`src/rtl/crc16r_pkg.sv`:
```
package crc16r_pkg;
  localparam int CRC_W  = 16;
  localparam int BYTE_W = 8;
  typedef logic [CRC_W-1:0]  crc_t;
  typedef logic [BYTE_W-1:0] byte_t;

  // normal-form register, byte entered lsb first (reflected input)
  function automatic crc_t crc_byte_upd(crc_t c, byte_t b, crc_t poly);
    crc_t r;
    logic fb;
    r = c;
    for (int i = 0; i < BYTE_W; i++) begin
      fb = r[CRC_W-1] ^ b[i];
      r  = {r[CRC_W-2:0], 1'b0} ^ (fb ? poly : '0);
    end
    return r;
  endfunction
endpackage

```
`src/rtl/crc_word_fold.sv`:
```
module crc_word_fold
  import crc16r_pkg::*;
#(
  parameter int   WORD_BYTES = 4,
  parameter crc_t POLY       = 16'h1021,
  localparam int  WORD_W     = WORD_BYTES * BYTE_W,
  localparam int  CNT_W      = (WORD_BYTES > 1) ? $clog2(WORD_BYTES) : 1
) (
  input  crc_t              seed_i,
  input  logic [WORD_W-1:0] word_i,
  input  logic [CNT_W-1:0]  cnt_i,
  output crc_t              crc_o
);
  crc_t acc;
  crc_t sel;

  // chained byte steps, top byte first; tap after byte cnt_i
  always_comb begin
    acc = seed_i;
    sel = seed_i;
    for (int g = 0; g < WORD_BYTES; g++) begin
      acc = crc_byte_upd(acc, word_i[(WORD_BYTES-1-g)*BYTE_W +: BYTE_W], POLY);
      if (g == int'(cnt_i)) sel = acc;
    end
  end

  assign crc_o = sel;
endmodule

```
`src/rtl/crc_out_fmt.sv`:
```
module crc_out_fmt
  import crc16r_pkg::*;
#(
  parameter crc_t XOROUT = 16'h0000,
  parameter bit   REFOUT = 1'b1
) (
  input  crc_t rem_i,
  output crc_t crc_o
);
  crc_t ord;

  if (REFOUT) begin : g_rev
    for (genvar i = 0; i < CRC_W; i++) begin : g_bit
      assign ord[i] = rem_i[CRC_W-1-i];
    end
  end else begin : g_thru
    assign ord = rem_i;
  end

  assign crc_o = ord ^ XOROUT;
endmodule

```
`src/rtl/crc16_refl_par.sv`:
```
module crc16_refl_par
  import crc16r_pkg::*;
#(
  parameter int   WORD_BYTES = 4,
  parameter crc_t POLY       = 16'h1021,
  parameter crc_t INIT       = 16'h0000,
  parameter crc_t XOROUT     = 16'h0000,
  localparam int  WORD_W     = WORD_BYTES * BYTE_W,
  localparam int  CNT_W      = (WORD_BYTES > 1) ? $clog2(WORD_BYTES) : 1
) (
  input  logic              clk_i,
  input  logic              rst_ni,
  input  logic              start_i,
  input  logic              data_valid_i,
  input  logic [WORD_W-1:0] data_i,
  input  logic [CNT_W-1:0]  bcnt_i,
  input  logic              last_i,
  output logic [CRC_W-1:0]  crc_o,
  output logic              crc_valid_o
);
  crc_t rem_q, seed, fold, fmt, crc_q;
  logic vld_q;

  assign seed = start_i ? INIT : rem_q;

  crc_word_fold #(.WORD_BYTES(WORD_BYTES), .POLY(POLY)) u_fold (
    .seed_i(seed), .word_i(data_i), .cnt_i(bcnt_i), .crc_o(fold)
  );

  crc_out_fmt #(.XOROUT(XOROUT), .REFOUT(1'b1)) u_fmt (
    .rem_i(fold), .crc_o(fmt)
  );

  always_ff @(posedge clk_i or negedge rst_ni) begin
    if (!rst_ni) begin
      rem_q <= INIT;
      crc_q <= '0;
      vld_q <= 1'b0;
    end else begin
      vld_q <= data_valid_i & last_i;
      if (data_valid_i) begin
        rem_q <= fold;
        if (last_i) crc_q <= fmt;
      end else if (start_i) begin
        rem_q <= INIT;
      end
    end
  end

  assign crc_o       = crc_q;
  assign crc_valid_o = vld_q;


  valid_after_last_chk: assert property (@(posedge clk_i) disable iff (!rst_ni)
    (data_valid_i && last_i) |=> crc_valid_o);

  no_spurious_valid_chk: assert property (@(posedge clk_i) disable iff (!rst_ni)
    !(data_valid_i && last_i) |=> !crc_valid_o);

  crc_hold_chk: assert property (@(posedge clk_i) disable iff (!rst_ni)
    !crc_valid_o |-> $stable(crc_o));

  rem_hold_chk: assert property (@(posedge clk_i) disable iff (!rst_ni)
    (!data_valid_i && !start_i) |=> $stable(rem_q));

  start_clear_chk: assert property (@(posedge clk_i) disable iff (!rst_ni)
    (start_i && !data_valid_i) |=> (rem_q == INIT));
endmodule

```
`config.mk`:
```
export PLATFORM = sky130hd
export DESIGN_NAME = crc16_refl_par
export DESIGN_NICKNAME = d
export VERILOG_FILES = /design/src/rtl/crc16r_pkg.sv /design/src/rtl/crc_word_fold.sv /design/src/rtl/crc_out_fmt.sv /design/src/rtl/crc16_refl_par.sv
export SDC_FILE = /design/constraint.sdc
export NUM_CORES = 1
export LEC_CHECK = 0
export ABC_CLOCK_PERIOD_IN_PS = 3550
export BUFFER_PORTS_ARGS = -buffer_cell sky130_fd_sc_hd__buf_4
export CAP_MARGIN = 20
export CORE_ASPECT_RATIO = 1.4
export CORE_MARGIN = 10
export CORE_UTILIZATION = 58
export CTS_CLUSTER_DIAMETER = 80
export DETAILED_ROUTE_END_ITERATION = 8
export PLACE_DENSITY = 0.89
export SYNTH_ARGS = -nofsm -noshare
export SYNTH_HDL_FRONTEND = slang
export SYNTH_SLANG_ARGS = --single-unit
```
`constraint.sdc`:
```
create_clock -name clk_i -period 3.55 [get_ports clk_i]
set_input_delay 0.355 -clock clk_i [delete_from_list [all_inputs] [get_ports clk_i]]
set_output_delay 0.355 -clock clk_i [all_outputs]
set_load 0.005 [all_outputs]
```
==> summary.json <==
{
  "outcome": {"value": "finished, violations left"},
  "failed_checks": {"value": "hold timing"},
  "detail_route.vias_per_cell": {"value": 5.91},
  "initial_core_util": {"value": 60.4, "unit": "%"},
  "max_cap_violation_count": {"value": 0},
  "drc_errors": {"value": 0},
  "dp_hpwl": {"value": 7800, "unit": "um"},
  "drt_pass1_iterations": {"value": 4},
  "aggregate_global_routing_overflow": {"value": 0},
  "tritoncts": {"value": "built"},
  "synth_nets": {"value": 371},
  "die_area": {"value": 9790, "unit": "sq um"},
  "path_class": {"value": "reg2reg"},
  "cts_made_buffers": {"value": 5},
  "via_count": {"value": 2731},
  "clock_path_buffers": {"value": 2},
  "max_stage_delay": {"value": 0.54, "unit": "ns"},
  "share_of_final_layout_standard_cells_stronger_than_drive_strength_1": {"value": 28.1, "unit": "%"},
  "netlist_top_cells_area": {"value": "sky130_fd_sc_hd__dfrtp_1 (23%), sky130_fd_sc_hd__xnor2_1 (13%), sky130_fd_sc_hd__xnor3_1 (13%), sky130_fd_sc_hd__xor2_1 (6.8%), sky130_fd_sc_hd__nor2_1 (3.7%)"},
  "multiInputGateArea": {"value": 2700, "unit": "sq um"},
  "antenna_violations_before_repair": {"value": 0},
  "synth-warning-count": {"value": 0},
  "final.setup.tns": {"value": 0, "unit": "ns"},
  "finalNetCount": {"value": 430},
  "endpoint": {"value": "rem_q[1]$_DFF_PN0_"},
  "cp.arrival": {"value": 3.61, "unit": "ns"},
  "die_width": {"value": 86.5, "unit": "um"},
  "synth_top_cell_area_share": {"value": 23.0, "unit": "%"},
  "worst_hold_path_class": {"value": "in2async"},
  "whs": {"value": -0.000467, "unit": "ns"},
  "ys_async_sr_fraction": {"value": 100, "unit": "%"},
  "post_synthesis_instance_area": {"value": 3590, "unit": "sq um"},
  "detailedPlace.worstSlack": {"value": 0.0377, "unit": "ns"},
  "worst_r2r_startpoint": {"value": "rem_q[13]$_DFF_PN0_"},
  "worst_path_most_repeated_cell": {"value": "sky130_fd_sc_hd__xnor2_4"},
  "timing.critical_path.to_type": {"value": "register"},
  "ys_dominant_reg_cell": {"value": "sky130_fd_sc_hd__dfrtp_1"},
  "r2r_setup_slack": {"value": 0.14, "unit": "ns"},
  "crit_cells": {"value": 8},
  "timing.final.max_slew_violations": {"value": 0},
  "slowest_stage": {"value": "sky130_fd_sc_hd__mux4_2"},
  "critical_path.max_fanout": {"value": 6},
  "final_period_minus_worst_setup_slack": {"value": 3.41, "unit": "ns"},
  "grt_util_all_layers": {"value": 20.0, "unit": "%"},
  "synth_area_per_cell": {"value": 10.8, "unit": "sq um"},
  "r2r_cells": {"value": 8},
  "rsz0062_at_grt": {"value": "false"},
  "number_of_cells_produced_by_synthesis": {"value": 332},
  "critPathLaunch": {"value": "rem_q[13]$_DFF_PN0_"},
  "drt_iter0_drc": {"value": 303},
  "numClockSinks": {"value": 33},
  "detail_route.wirelength": {"value": 9720, "unit": "um"},
  "antennaDiodeCount": {"value": 0},
  "synth_largest_area_cell": {"value": "sky130_fd_sc_hd__dfrtp_1"},
  "post-route-period-util": {"value": 95.9, "unit": "%"},
  "design.portCount": {"value": 56},
  "grt_pass1_vias": {"value": 2959},
  "crit_path_start_kind": {"value": "register"},
  "postSynthRegisterBits": {"value": 33},
  "slew-limit-headroom": {"value": 51.0, "unit": "%"},
  "fp.dieH": {"value": 113, "unit": "um"},
  "clock.fmax": {"value": 0.294, "unit": "GHz"},
  "hold_viol_final": {"value": 5},
  "worst_skew_pair.late_latency": {"value": 0.29, "unit": "ns"},
  "num_rows": {"value": 33},
  "timing.clock.skew": {"value": 0.0103, "unit": "ns"},
  "timing.critical_path.buf_inv": {"value": 0},
  "gp_congestion": {"value": 0.995},
  "grt_max_degree": {"value": 34},
  "required": {"value": 3.75, "unit": "ns"},
  "synth.lib_cells_used.distinct": {"value": 46},
  "ctsHtreeMaxLevel": {"value": 2},
  "layout_setup_ws": {"value": 0.145, "unit": "ns"},
  "critical_path.cell_chain": {"value": "xnor2_1, mux2_2, xnor2_4, xnor2_4, xor3_2, xnor3_2, mux4_2, mux2i_1"},
  "buffer_ports.inserted": {"value": 55},
  "master_cell_of_the_clock_root_buffer": {"value": "sky130_fd_sc_hd__clkbuf_8"},
  "count_of_nets_left_with_antenna_violations_after_detail_routing": {"value": 0},
  "grt_first_pass_wirelength": {"value": 15600, "unit": "um"},
  "critPathTopFamily": {"value": "XOR/XNOR gates"},
  "fp.coreArea": {"value": 5950, "unit": "sq um"},
  "clkTransAtPathRegs": {"value": 0.08, "unit": "ns"},
  "number_of_enable_type_register_cells_in_the_synthesized_netlist": {"value": 0},
  "synth_sequential_area_ratio": {"value": 23.0, "unit": "%"},
  "finalSetupViolations": {"value": 0},
  "route.detailed.wl_per_inst": {"value": 21.0, "unit": "um"},
  "r2r-end": {"value": "rem_q[1]$_DFF_PN0_"},
  "area_delta_synth_final": {"value": 18.2, "unit": "%"},
  "hold_buffers": {"value": 0},
  "nFillCells": {"value": 473},
  "sequential_cell_area": {"value": 826, "unit": "sq um"},
  "timing_worst_slew_pin_value": {"value": 0.730, "unit": "ns"}
}
==> routing by layer <==
| metal | global-route usage, % | vias to the layer above | wire [um] |
|---|---|---|---|
| met5 | 0 | - | 0 |
| met4 | 10.1 | 0 | 384 |
| met3 | 3.30 | 24 | 593 |
| met2 | 32.6 | 121 | 4830 |
| met1 | 24.6 | 1343 | 3920 |
| li1 | - | 1243 | - |
==> worst min-delay path by stage <==
stage / start / endpoint / cells after the start
finish: rst_ni / rem_q[9]$_DFF_PN0_ / 1
global route: rst_ni / rem_q[13]$_DFF_PN0_ / 1
CTS: rst_ni / rem_q[9]$_DFF_PN0_ / 1
detailed placement: rst_ni / crc_valid_o$_DFF_PN0_ / 1
global placement: rst_ni / crc_valid_o$_DFF_PN0_ / 1
floorplan: rst_ni / crc_o[0]$_DFFE_PN0P_ / 0
==> sequential cells by signal, summed over array words and instances, names as in the netlist <==
register     flops
crc_o           16
rem_q           16
crc_valid_o      1
==> cell type report <==
cell class	count	share of cell area (%)
Multi-Input combinational cell	281	63.6
Sequential cell	33	19.5
Clock inverter	2	0.884
Tap cell	70	2.06
Timing Repair Buffer	66	11.7
Inverter	4	0.354
Clock buffer	6	1.95
==> synthesized netlist by cell type (3+ instances only) <==
cell type	number
sky130_fd_sc_hd__a211oi_1	4
sky130_fd_sc_hd__a21oi_1	18
sky130_fd_sc_hd__a31oi_1	5
sky130_fd_sc_hd__clkbuf_1	10
sky130_fd_sc_hd__dfrtp_1	33
sky130_fd_sc_hd__inv_1	4
sky130_fd_sc_hd__mux2_2	6
sky130_fd_sc_hd__mux2i_1	6
sky130_fd_sc_hd__nand2_1	18
sky130_fd_sc_hd__nand3_1	5
sky130_fd_sc_hd__nor2_1	35
sky130_fd_sc_hd__nor2b_1	8
sky130_fd_sc_hd__o21ai_0	11
sky130_fd_sc_hd__o21ai_1	3
sky130_fd_sc_hd__o22ai_1	3
sky130_fd_sc_hd__xnor2_1	55
sky130_fd_sc_hd__xnor2_2	8
sky130_fd_sc_hd__xnor3_1	20
sky130_fd_sc_hd__xnor3_2	5
sky130_fd_sc_hd__xor2_1	28
sky130_fd_sc_hd__xor2_2	6
sky130_fd_sc_hd__xor3_1	5
==> cells by family (layout without fill, tap and decap cells) <==
logic type	count (synthesis)	in the layout	synth area share (%)
AOI/OAI and AO/OA	56	56	9.89
muxes	15	15	5.22
buffers and inverters	18	78	2.44
DFF	33	33	23.0
and+or+nand+nor	78	78	9.96
xor gates and xnor gates	132	132	49.5
==> metrics by stage <==
step | instances | util [%] | instance area, sq um
after global routing | 462 | 71.4 | 4250
after CTS | 461 | 70.9 | 4220
final | 462 | 71.4 | 4250
after detailed placement | 453 | 68.9 | 4100
after floorplan | 332 | - | 3590
after global placement | 453 | 68.9 | 4100
==> cell usage in the layout, fill, tap and decap left out, drive strengths merged, types with 3 or more instances in the layout <==
cell type | netlist | final
buf | 4 | 66
o21ai | 14 | 14
dfrtp | 33 | 33
xnor2 | 65 | 65
a21oi | 18 | 18
nor2b | 8 | 8
a31oi | 5 | 5
nand2 | 18 | 18
xor3 | 6 | 6
inv | 4 | 4
nor2 | 36 | 36
mux2i | 6 | 6
mux2 | 7 | 7
a211oi | 4 | 4
clkbuf | 10 | 6
xnor3 | 25 | 25
xor2 | 36 | 36
nand3 | 5 | 5
o22ai | 3 | 3
a221oi | 4 | 4
==> what timing repair did <==
| action | 4_1_cts | 5_1_grt |
|---|---|---|
| resized for setup | 0 | 2 |
| setup endpoints to repair | 0 | 6 |
| buffers inserted | 0 | 1 |
Power is left out: the tool's default activity adds up to more than one toggle a clock period on the data nets, which glitch-free logic cannot reach.
